<file path="src/rtl/rstsup_pkg.sv">
package rstsup_pkg;

  // Watchdog phase: counting the window, or holding the reset pulse.
  typedef enum logic [0:0] {
    WD_WATCH = 1'b0,
    WD_BITE  = 1'b1
  } wd_state_e;

  function automatic int unsigned max_u(input int unsigned a, input int unsigned b);
    return (a > b) ? a : b;
  endfunction

endpackage

</file>
<file path="src/rtl/rstsup_sync.sv">
module rstsup_sync #(
  parameter int unsigned W      = 1,
  parameter int unsigned STAGES = 2
) (
  input  logic         clk,
  input  logic         rst_n,
  input  logic [W-1:0] d,
  output logic [W-1:0] q
);

  localparam int unsigned CHAIN_W = W * STAGES;

  logic [CHAIN_W-1:0] chain_q;
  logic [CHAIN_W-1:0] chain_d;

  always_comb begin
    chain_d = {chain_q[CHAIN_W-W-1:0], d};
  end

  always_ff @(posedge clk or negedge rst_n) begin
    if (!rst_n) chain_q <= '0;
    else        chain_q <= chain_d;
  end

  assign q = chain_q[CHAIN_W-1 -: W];

endmodule

</file>
<file path="src/rtl/rstsup_kick.sv">
module rstsup_kick #(
  parameter int unsigned IKICK_DIV = 256
) (
  input  logic clk,
  input  logic rst_n,
  input  logic pin_s,
  input  logic int_en,
  output logic kick_edge
);

  localparam int unsigned DIV_W = (IKICK_DIV < 2) ? 1 : $clog2(IKICK_DIV);

  logic [DIV_W-1:0] div_q;
  logic [DIV_W-1:0] div_d;
  logic             int_lvl;
  logic             sel_lvl;
  logic             prev_q;

  // Free-running divider; its top bit is a square wave at clk / IKICK_DIV.
  always_comb begin
    div_d = div_q + DIV_W'(1);
  end

  always_ff @(posedge clk or negedge rst_n) begin
    if (!rst_n) div_q <= '0;
    else        div_q <= div_d;
  end

  generate
    if (IKICK_DIV < 2) begin : g_int_clk
      assign int_lvl = div_q[0];
    end else begin : g_int_div
      assign int_lvl = div_q[DIV_W-1];
    end
  endgenerate

  assign sel_lvl = int_en ? int_lvl : pin_s;

  always_ff @(posedge clk or negedge rst_n) begin
    if (!rst_n) prev_q <= 1'b0;
    else        prev_q <= sel_lvl;
  end

  assign kick_edge = sel_lvl & ~prev_q;

endmodule

</file>
<file path="src/rtl/rstsup_por.sv">
module rstsup_por #(
  parameter int unsigned POR_CYC = 16128
) (
  input  logic clk,
  input  logic rst_n,
  input  logic sup_s,
  output logic por_hold
);

  localparam int unsigned CNT_W = $clog2(POR_CYC + 1);
  localparam logic [CNT_W-1:0] CNT_END = CNT_W'(POR_CYC);

  logic [CNT_W-1:0] cnt_q;
  logic [CNT_W-1:0] cnt_d;
  logic             cnt_en;

  assign cnt_en = sup_s && (cnt_q != CNT_END);

  always_comb begin
    cnt_d = cnt_q;
    if (!sup_s)      cnt_d = '0;
    else if (cnt_en) cnt_d = cnt_q + CNT_W'(1);
  end

  always_ff @(posedge clk or negedge rst_n) begin
    if (!rst_n) cnt_q <= '0;
    else        cnt_q <= cnt_d;
  end

  assign por_hold = !sup_s || (cnt_q != CNT_END);

endmodule

</file>
<file path="src/rtl/rstsup_wdog.sv">
module rstsup_wdog
  import rstsup_pkg::*;
#(
  parameter int unsigned WIN_CYC   = 24422,
  parameter int unsigned PULSE_CYC = 64512
) (
  input  logic clk,
  input  logic rst_n,
  input  logic por_hold,
  input  logic kick_edge,
  output logic bite
);

  localparam int unsigned CNT_W = $clog2(max_u(WIN_CYC, PULSE_CYC) + 1);
  localparam logic [CNT_W-1:0] WIN_LAST   = CNT_W'(WIN_CYC - 1);
  localparam logic [CNT_W-1:0] PULSE_LAST = CNT_W'(PULSE_CYC - 1);

  wd_state_e        st_q, st_d;
  logic [CNT_W-1:0] cnt_q, cnt_d;

  always_comb begin
    st_d  = st_q;
    cnt_d = cnt_q + CNT_W'(1);
    if (por_hold) begin
      st_d  = WD_WATCH;
      cnt_d = '0;
    end else begin
      unique case (st_q)
        WD_WATCH: begin
          if (kick_edge) begin
            cnt_d = '0;
          end else if (cnt_q == WIN_LAST) begin
            st_d  = WD_BITE;
            cnt_d = '0;
          end
        end
        WD_BITE: begin
          if (cnt_q == PULSE_LAST) begin
            st_d  = WD_WATCH;
            cnt_d = '0;
          end
        end
        default: begin
          st_d  = WD_WATCH;
          cnt_d = '0;
        end
      endcase
    end
  end

  always_ff @(posedge clk or negedge rst_n) begin
    if (!rst_n) begin
      st_q  <= WD_WATCH;
      cnt_q <= '0;
    end else begin
      st_q  <= st_d;
      cnt_q <= cnt_d;
    end
  end

  assign bite = (st_q == WD_BITE);

endmodule

</file>
<file path="src/rtl/rstsup_top.sv">
module rstsup_top #(
  parameter int unsigned POR_CYC   = 16128,
  parameter int unsigned WIN_CYC   = 24422,
  parameter int unsigned PULSE_CYC = 64512,
  parameter int unsigned IKICK_DIV = 256
) (
  input  logic clk,
  input  logic rst_n,
  input  logic supply_ok,
  input  logic kick_pin,
  input  logic int_kick_en,
  output logic rst_out_n
);

  logic [1:0] rsync_q;
  logic       rst_sync_n;
  logic [1:0] in_s;
  logic       sup_s;
  logic       pin_s;
  logic       kick_edge;
  logic       por_hold;
  logic       wd_bite;
  logic       out_d;
  logic       out_q;

  // Asynchronous assertion, synchronous release.
  always_ff @(posedge clk or negedge rst_n) begin
    if (!rst_n) rsync_q <= 2'b00;
    else        rsync_q <= {rsync_q[0], 1'b1};
  end
  assign rst_sync_n = rsync_q[1];

  rstsup_sync #(.W(2), .STAGES(2)) u_sync (
    .clk   (clk),
    .rst_n (rst_sync_n),
    .d     ({supply_ok, kick_pin}),
    .q     (in_s)
  );
  assign sup_s = in_s[1];
  assign pin_s = in_s[0];

  rstsup_kick #(.IKICK_DIV(IKICK_DIV)) u_kick (
    .clk       (clk),
    .rst_n     (rst_sync_n),
    .pin_s     (pin_s),
    .int_en    (int_kick_en),
    .kick_edge (kick_edge)
  );

  rstsup_por #(.POR_CYC(POR_CYC)) u_por (
    .clk      (clk),
    .rst_n    (rst_sync_n),
    .sup_s    (sup_s),
    .por_hold (por_hold)
  );

  rstsup_wdog #(.WIN_CYC(WIN_CYC), .PULSE_CYC(PULSE_CYC)) u_wdog (
    .clk       (clk),
    .rst_n     (rst_sync_n),
    .por_hold  (por_hold),
    .kick_edge (kick_edge),
    .bite      (wd_bite)
  );

  always_comb begin
    out_d = !(por_hold || wd_bite);
  end

  always_ff @(posedge clk or negedge rst_sync_n) begin
    if (!rst_sync_n) out_q <= 1'b0;
    else             out_q <= out_d;
  end

  assign rst_out_n = out_q;

endmodule

</file>
<file path="config.mk">
export PLATFORM = sky130hd
export DESIGN_NAME = rstsup_top
export DESIGN_NICKNAME = d
export VERILOG_FILES = /design/src/rtl/rstsup_pkg.sv /design/src/rtl/rstsup_sync.sv /design/src/rtl/rstsup_kick.sv /design/src/rtl/rstsup_por.sv /design/src/rtl/rstsup_wdog.sv /design/src/rtl/rstsup_top.sv
export SDC_FILE = /design/constraint.sdc
export NUM_CORES = 1
export LEC_CHECK = 0
export CORE_MARGIN = 2
export CORE_UTILIZATION = 52
export CTS_BUF_LIST = sky130_fd_sc_hd__clkbuf_16
export CTS_CLUSTER_DIAMETER = 100
export CTS_CLUSTER_SIZE = 24
export DETAILED_ROUTE_END_ITERATION = 12
export PLACE_DENSITY = 0.68
export SLEW_MARGIN = 20
export SYNTH_ARGS = -nofsm -noshare
export SYNTH_HDL_FRONTEND = slang
export SYNTH_SLANG_ARGS = --single-unit
</file>
<file path="constraint.sdc">
create_clock -name clk -period 1.7 [get_ports clk]
set_clock_uncertainty 0.05 [all_clocks]
set_input_delay 0.255 -clock clk [delete_from_list [all_inputs] [get_ports clk]]
set_output_delay 0.255 -clock clk [all_outputs]
set_load 0.02 [all_outputs]
</file>
# Yosys cells after proc, flatten, opt, wreduce, memory -nomap -nowiden
# Index checks and enable logic that the tools add are counted.
# Widths: inputs -> output; s select.
[classes] addsub=3 n_eq_ne=4 n_mux=13 n_bitwise=3 reduce_logical=5
[op_table] cell="$mux 16" count=4
[op_table] cell="$pmux 16 s2" count=1
[op_table] cell="$mux 14" count=2
[op_table] cell="$add 16x1->16 const B" count=1
[op_table] cell="$eq 16x15->1 const B" count=1
[op_table] cell="$eq 16x16->1 const B" count=1
[op_table] cell="$add 14x1->14 const B" count=1
[op_table] cell="$ne 14x14->1 const B" count=1
[op_table] cell="$add 8x1->8 const B" count=1
[op_table] cell="$mux 1" count=5
[op_table] cell="$logic_not 1->1" count=2
[op_table] cell="$logic_or 1x1->1" count=2
[op_table] cell="$ne 2x1->1 const B" count=1
[op_table] cell="$not 1->1" count=2
[op_table] cell="$pmux 1 s2" count=1
[op_table] cell="$and 1x1->1" count=1
[op_table] cell="$logic_and 1x1->1" count=1
[word_totals] regBits=47 wordCells=36

# Depth between registers and ports, before layout
[depth] ltp_word=5 depth_mapped=7 depth_no_buf=6

# Hierarchy
# A second synthesis with hierarchy kept.
[unflattened] cells_unflattened=210 area_unflattened_um2=2293.4
[by_module_without_submodules] mod="rstsup_wdog" n_inst=1 cells_per_inst=89 area_per_inst_um2=952.2 seq_area_each_um2=425.4
[by_module_without_submodules] mod="rstsup_por" n_inst=1 cells_per_inst=83 area_per_inst_um2=784.5 seq_area_each_um2=350.3
[by_module_without_submodules] mod="rstsup_kick" n_inst=1 cells_per_inst=27 area_per_inst_um2=359.1 seq_area_each_um2=225.2
[by_module_without_submodules] mod="rstsup_sync" n_inst=1 cells_per_inst=6 area_per_inst_um2=115.1 seq_area_each_um2=100.1
[by_module_without_submodules] mod="rstsup_top" n_inst=1 cells_per_inst=5 area_per_inst_um2=82.6 seq_area_each_um2=75.1

# Worst setup path before layout
# OpenSTA, ideal clock, no wires.
[synth_timing] kind="reg2reg" startpoint="reg u_por.cnt_q[0]" endpoint="reg u_wdog.cnt_q[4]" arrival_ns=1.994 setup_slack_ns=-0.425 stages_incl_launch_ff=8 period_less_slack_ns=2.125 path_cell_list="dfrtp_1 -> inv_1 -> ha_1 -> or4b_4 -> nor4_4 -> o311ai_4 -> buf_6 -> nor3_2"
[synth_via] elab_chain_cells=3
[synth_rtl] item="from (decl)" line="rstsup_por.sv:13" text="logic [CNT_W-1:0] cnt_q;"
[synth_rtl] item="from (signal assigned)" line="rstsup_por.sv:27" text="else cnt_q <= cnt_d;"
[synth_rtl] item="$ne 14x14->1" line="rstsup_por.sv:30" text="assign por_hold = !sup_s || (cnt_q != CNT_END);"
[synth_rtl] item="$logic_or 1x1->1" line="rstsup_por.sv:30"
[synth_rtl] item="$mux 16" line="rstsup_wdog.sv:24" text="if (por_hold) begin"
[synth_rtl] item="via u_wdog.cnt_d[4]" line="rstsup_wdog.sv:19" text="logic [CNT_W-1:0] cnt_q, cnt_d;"
[synth_rtl] item="to (signal assigned)" line="rstsup_wdog.sv:57" text="cnt_q <= cnt_d;"
[synth_rtl] item="to (decl)" line="rstsup_wdog.sv:19"
# The timed path passes the listed nets, and every way through them passes these cells.
# A chain may end at the register's enable or synchronous reset.

# Worst setup path in the final report
[layout_timing] startpoint="reg u_por.cnt_q[3]" endpoint="reg u_wdog.cnt_q[12]"
# The elaborated chain is that of the path after synthesis.

==> metrics.md <==
| Metric | Value |
|---|---|
| Core Box Area | `0.004086 mm^2` |
| Gr ovfl total | `0` |
| Register area share after synthesis | `0.5196` |
| Htree depth | `2` |
| Worst R2R Start | `u_por.cnt_q[3]` |
| Clk sinks | `47` |
| Worst r2r path cells | `6` |
| Most common flop cell mapped by yosys | `dfrtp_1` |
| Post-synth EDFFs | `0` |
| Violated checks | `negative setup slack` |
| Pin count of the biggest net entering global routing | `46` |
| DRT antenna net count | `0` |
| Avg Cell Area, Syn | `11.98 um^2` |
| Via Count | `1,587` |
| Nets@finish | `242` |
| Fin. Hold Viols | `0` |
| XOR/XNOR Fraction of Synth Area | `0.1045` |
| Worst slew margin | `0.6405` |
| Fmax achieved | `between 500 and 600 MHz` |
| Post-synthesis adder-cell area fraction | `0.02764` |
| Largest family of logic cells by synthesized area | `simple AND/OR/NAND/NOR gates` |
| Routability cong. | `roughly 0.86` |
| Crit path launch type | `flop` |
| Reg2reg setup slack | `-0.23 ns` |
| Hold-fix buffers, CTS | `0` |
| Horiz. Die Dim | `69.98 um` |
| First-pass GRT wire length | `7797 um` |
| Final antenna diode count | `0` |
| Pre-CTS WS | `-0.3055 ns` |
| Tmin final | `between 1.5 and 2 ns` |
| Max Root-Sink Buffers | `2` |
| Port bufs | `5` |
| RSZ-0062 raised after global routing | `yes` |
| Synth warn | `0` |
| Die Y | `69.98 um` |
| Initial antenna violation count | `0` |
| Placed inst area | `~0.0026 mm^2` |
| Leading area contributor after synthesis | `dfrtp_1` |
| CTS tree | `built` |
| Slowest stage delay, CP | `between 0.5 and 0.6 ns` |
| Simple-gate share of the synthesized area | `0.2593` |
| Synth-to-Final Area Change | `25.70%` |
| Final Cell Area | `around 0.0028 mm^2` |
| Crit path max-delay family | `simple AND/OR/NAND/NOR gates` |
| Crit end category | `flop` |
| Peak supply drop | `around 0.64 mV` |
| Worst-Skew Late Latency | `0.29 ns` |
| Multi-input gate area | `0.001086 mm^2` |
| Tot Pwr | `approximately 2.3 mW` |
| Mux cell area share after synthesis | `0.009397` |
| Via count of the first global-routing pass | `approximately 1,700` |
| Max-Cap Viols | `0` |
| RR Endpoint | `u_wdog.cnt_q[12]` |
| Drt total wl | `4608 um` |
| Gate power share | `0.041` |
| Data arrival, critical path | `between 2 and 2.5 ns` |
| Synth Instances | `189` |
| DRC viols | `0` |
| Reg power frac | `0.493` |
| Critical path buffer and inverter count | `2` |
| Synth Net Count | `199` |
| Status | `finished, violations left` |
| Endpoints failing setup | `21` |
| FILL cells | `318` |
| Number of core rows | `23` |
| Setup TNS | `-3.924 ns` |
| Slew @ Worst Pin | `0.5392 ns` |
| Switching pwr | `0.4561 mW` |
| Crit Path Max Fanout | `5` |
| Power per cell area | `813.7 mW/mm^2` |
| Post-synthesis cell area | `0.002263 mm^2` |
| Clock slew seen by the registers of the worst setup and hold paths | `0.06 ns` |
| Dpl hpwl | `between 3000 and 4000 um` |
| Cell Int Power | `1.859 mW` |
| Critical Path Start | `u_por.cnt_q[3]` |
| CP required | `around 1.9 ns` |
| Asr flop ratio synth | `1.000` |
| Cell variety after synth | `44` |
| Top-area cell type share of the netlist area | `0.5196` |
| First DRT Iteration DRCs | `61` |
| Setup WS post-layout | `-0.2253 ns` |
| Sw Share | `0.1970` |
| CTS Root Cell | `clkbuf_16` |
| Worst hold path class | `in2async` |
| Share of cells above drive strength 1 | `0.3047` |
| Max Slew Vio Count | `0` |
| Vias per cell | `5.608` |
| CP Class | `reg2reg` |
| Slowest-stage cell, CP | `or3_2` |
| Register area | `between 0.001 and 0.0015 mm^2` |
| Die Area | `0.004897 mm^2` |
| Synth Area in Compound Gates | `0.05307` |
| WL/cell | `16.28 um` |
| Clk pwr share | `0.466` |
| GRT Total Usage | `0.2059` |
| CP Cell Sequence | `or3_2 -> nor4_4 -> buf_4 -> o311ai_4 -> buf_6 -> nor3_2` |
| Lkg Pwr | `1.266 nW` |
| DRT Pass-1 Iters | `4` |
| # IOs | `6` |
| Final Cycle Share | `1.133` |
| Num CTS Buffers | `5` |
| Initial Utilization | `0.5539` |
| #FFs+latches synth | `47` |
| Most area-consuming cells after synthesis | `dfrtp_1, xnor2_1, xor2_1` |
[cell families after synthesis]
group	count (synthesis)
other	1
XOR/XNOR	27
multiplexers	2
AND/OR/NAND/NOR	83
flip-flops	47
buffers and inverters	10
AO/OA/AOI/OAI	14
adder cells (fa/ha/maj)	5
[cell type report]
cell class | count | area share
sequential | 47 | 0.4138
multi-input combinational | 133 | 0.3817
timing repair buffer | 41 | 0.1196
clock buffer | 5 | 0.04398
tap | 50 | 0.02199
clock inverter | 3 | 0.01363
inverter | 4 | 0.005277
[power by group through the flow]
stage          clock network [mW]  logic [mW]  registers (mW)
2_1_floorplan                   0      0.0390            1.18
3_3_place_gp                    0      0.0915            1.16
3_5_place_dp                    0      0.0962            1.16
4_1_cts                      1.10      0.0965            1.14
5_1_grt                      1.15       0.108            1.14
6_report                     1.08      0.0955            1.14
[stage by stage]
step | util | instances | hold WS, ns
final | 0.6963 | 283 | 0.07688
after global routing | 0.6963 | 283 | 0.07722
after CTS | 0.6862 | 283 | 0.07406
after detailed placement | 0.6335 | 270 | 0.2917
after global placement | 0.6335 | 270 | 0.2827
after floorplan | - | 189 | -0.09059
[cells in the final DEF, fill, tap and decap left out, types with 3 or more instances in the layout]
master           synthesis  final
and2_1                  10     10
and3_1                   6      6
and4_1                   4      4
buf_4                    0     33
clkbuf_16                0      5
clkdlybuf4s50_1          0      5
dfrtp_1                 47     46
ha_1                     5      5
inv_1                    4      4
nand2_1                  6      5
nand2_2                  2      3
nand3_1                 10     10
nand4_1                 12     12
nor2b_1                  3      3
nor3_2                  10      9
nor3_4                   0      3
o21ai_0                  3      3
or3_1                    3      3
xnor2_1                 15     15
xor2_1                  12     12
[cells in the mapped netlist (4+ instances only)]
library cell	number
and2_1	10
and3_1	6
xor2_1	12
inv_1	4
nand3_1	10
and4_1	4
nor3_2	10
dfrtp_1	47
nand4_1	12
nand2_1	6
xnor2_1	15
ha_1	5
[sequential cells by signal (all words and copies together) (netlist names)]
signal and flops:
u_kick.prev_q 1, u_wdog.bite 1, u_por.cnt_q 14, rst_out_n 1
rsync_q 2, u_kick.div_q 8, u_sync.chain_q 4, u_wdog.cnt_q 16
[routing by layer]
metal,vias to the layer above,share of wire,GRT usage
met5,-,0,0
met4,0,0.025,0.1047
met3,12,0.027,0.04185
met2,25,0.53,0.3672
met1,787,0.41,0.2315
li1,763,-,-
[worst max path at each step]
| stage | endpoint | slack, ns | cells past startpoint |
|---|---|---|---|
| after floorplan | u_wdog.cnt_q[4] | -0.26 | 7 |
| after global placement | u_wdog.cnt_q[12] | -0.22 | 7 |
| after detailed placement | u_wdog.cnt_q[12] | -0.31 | 7 |
| after CTS | u_wdog.cnt_q[12] | -0.23 | 8 |
| after global routing | u_wdog.cnt_q[12] | -0.36 | 8 |
| final | u_wdog.cnt_q[12] | -0.23 | 6 |
[timing repair]
item / CTS / global route
gates resized for setup: 1 / 9
pin swaps: 1 / 1
endpoints found under the setup margin: 21 / 21
cloned: 1 / 0
buffers inserted: 4 / 0
(Power assumes the default switching activity.)
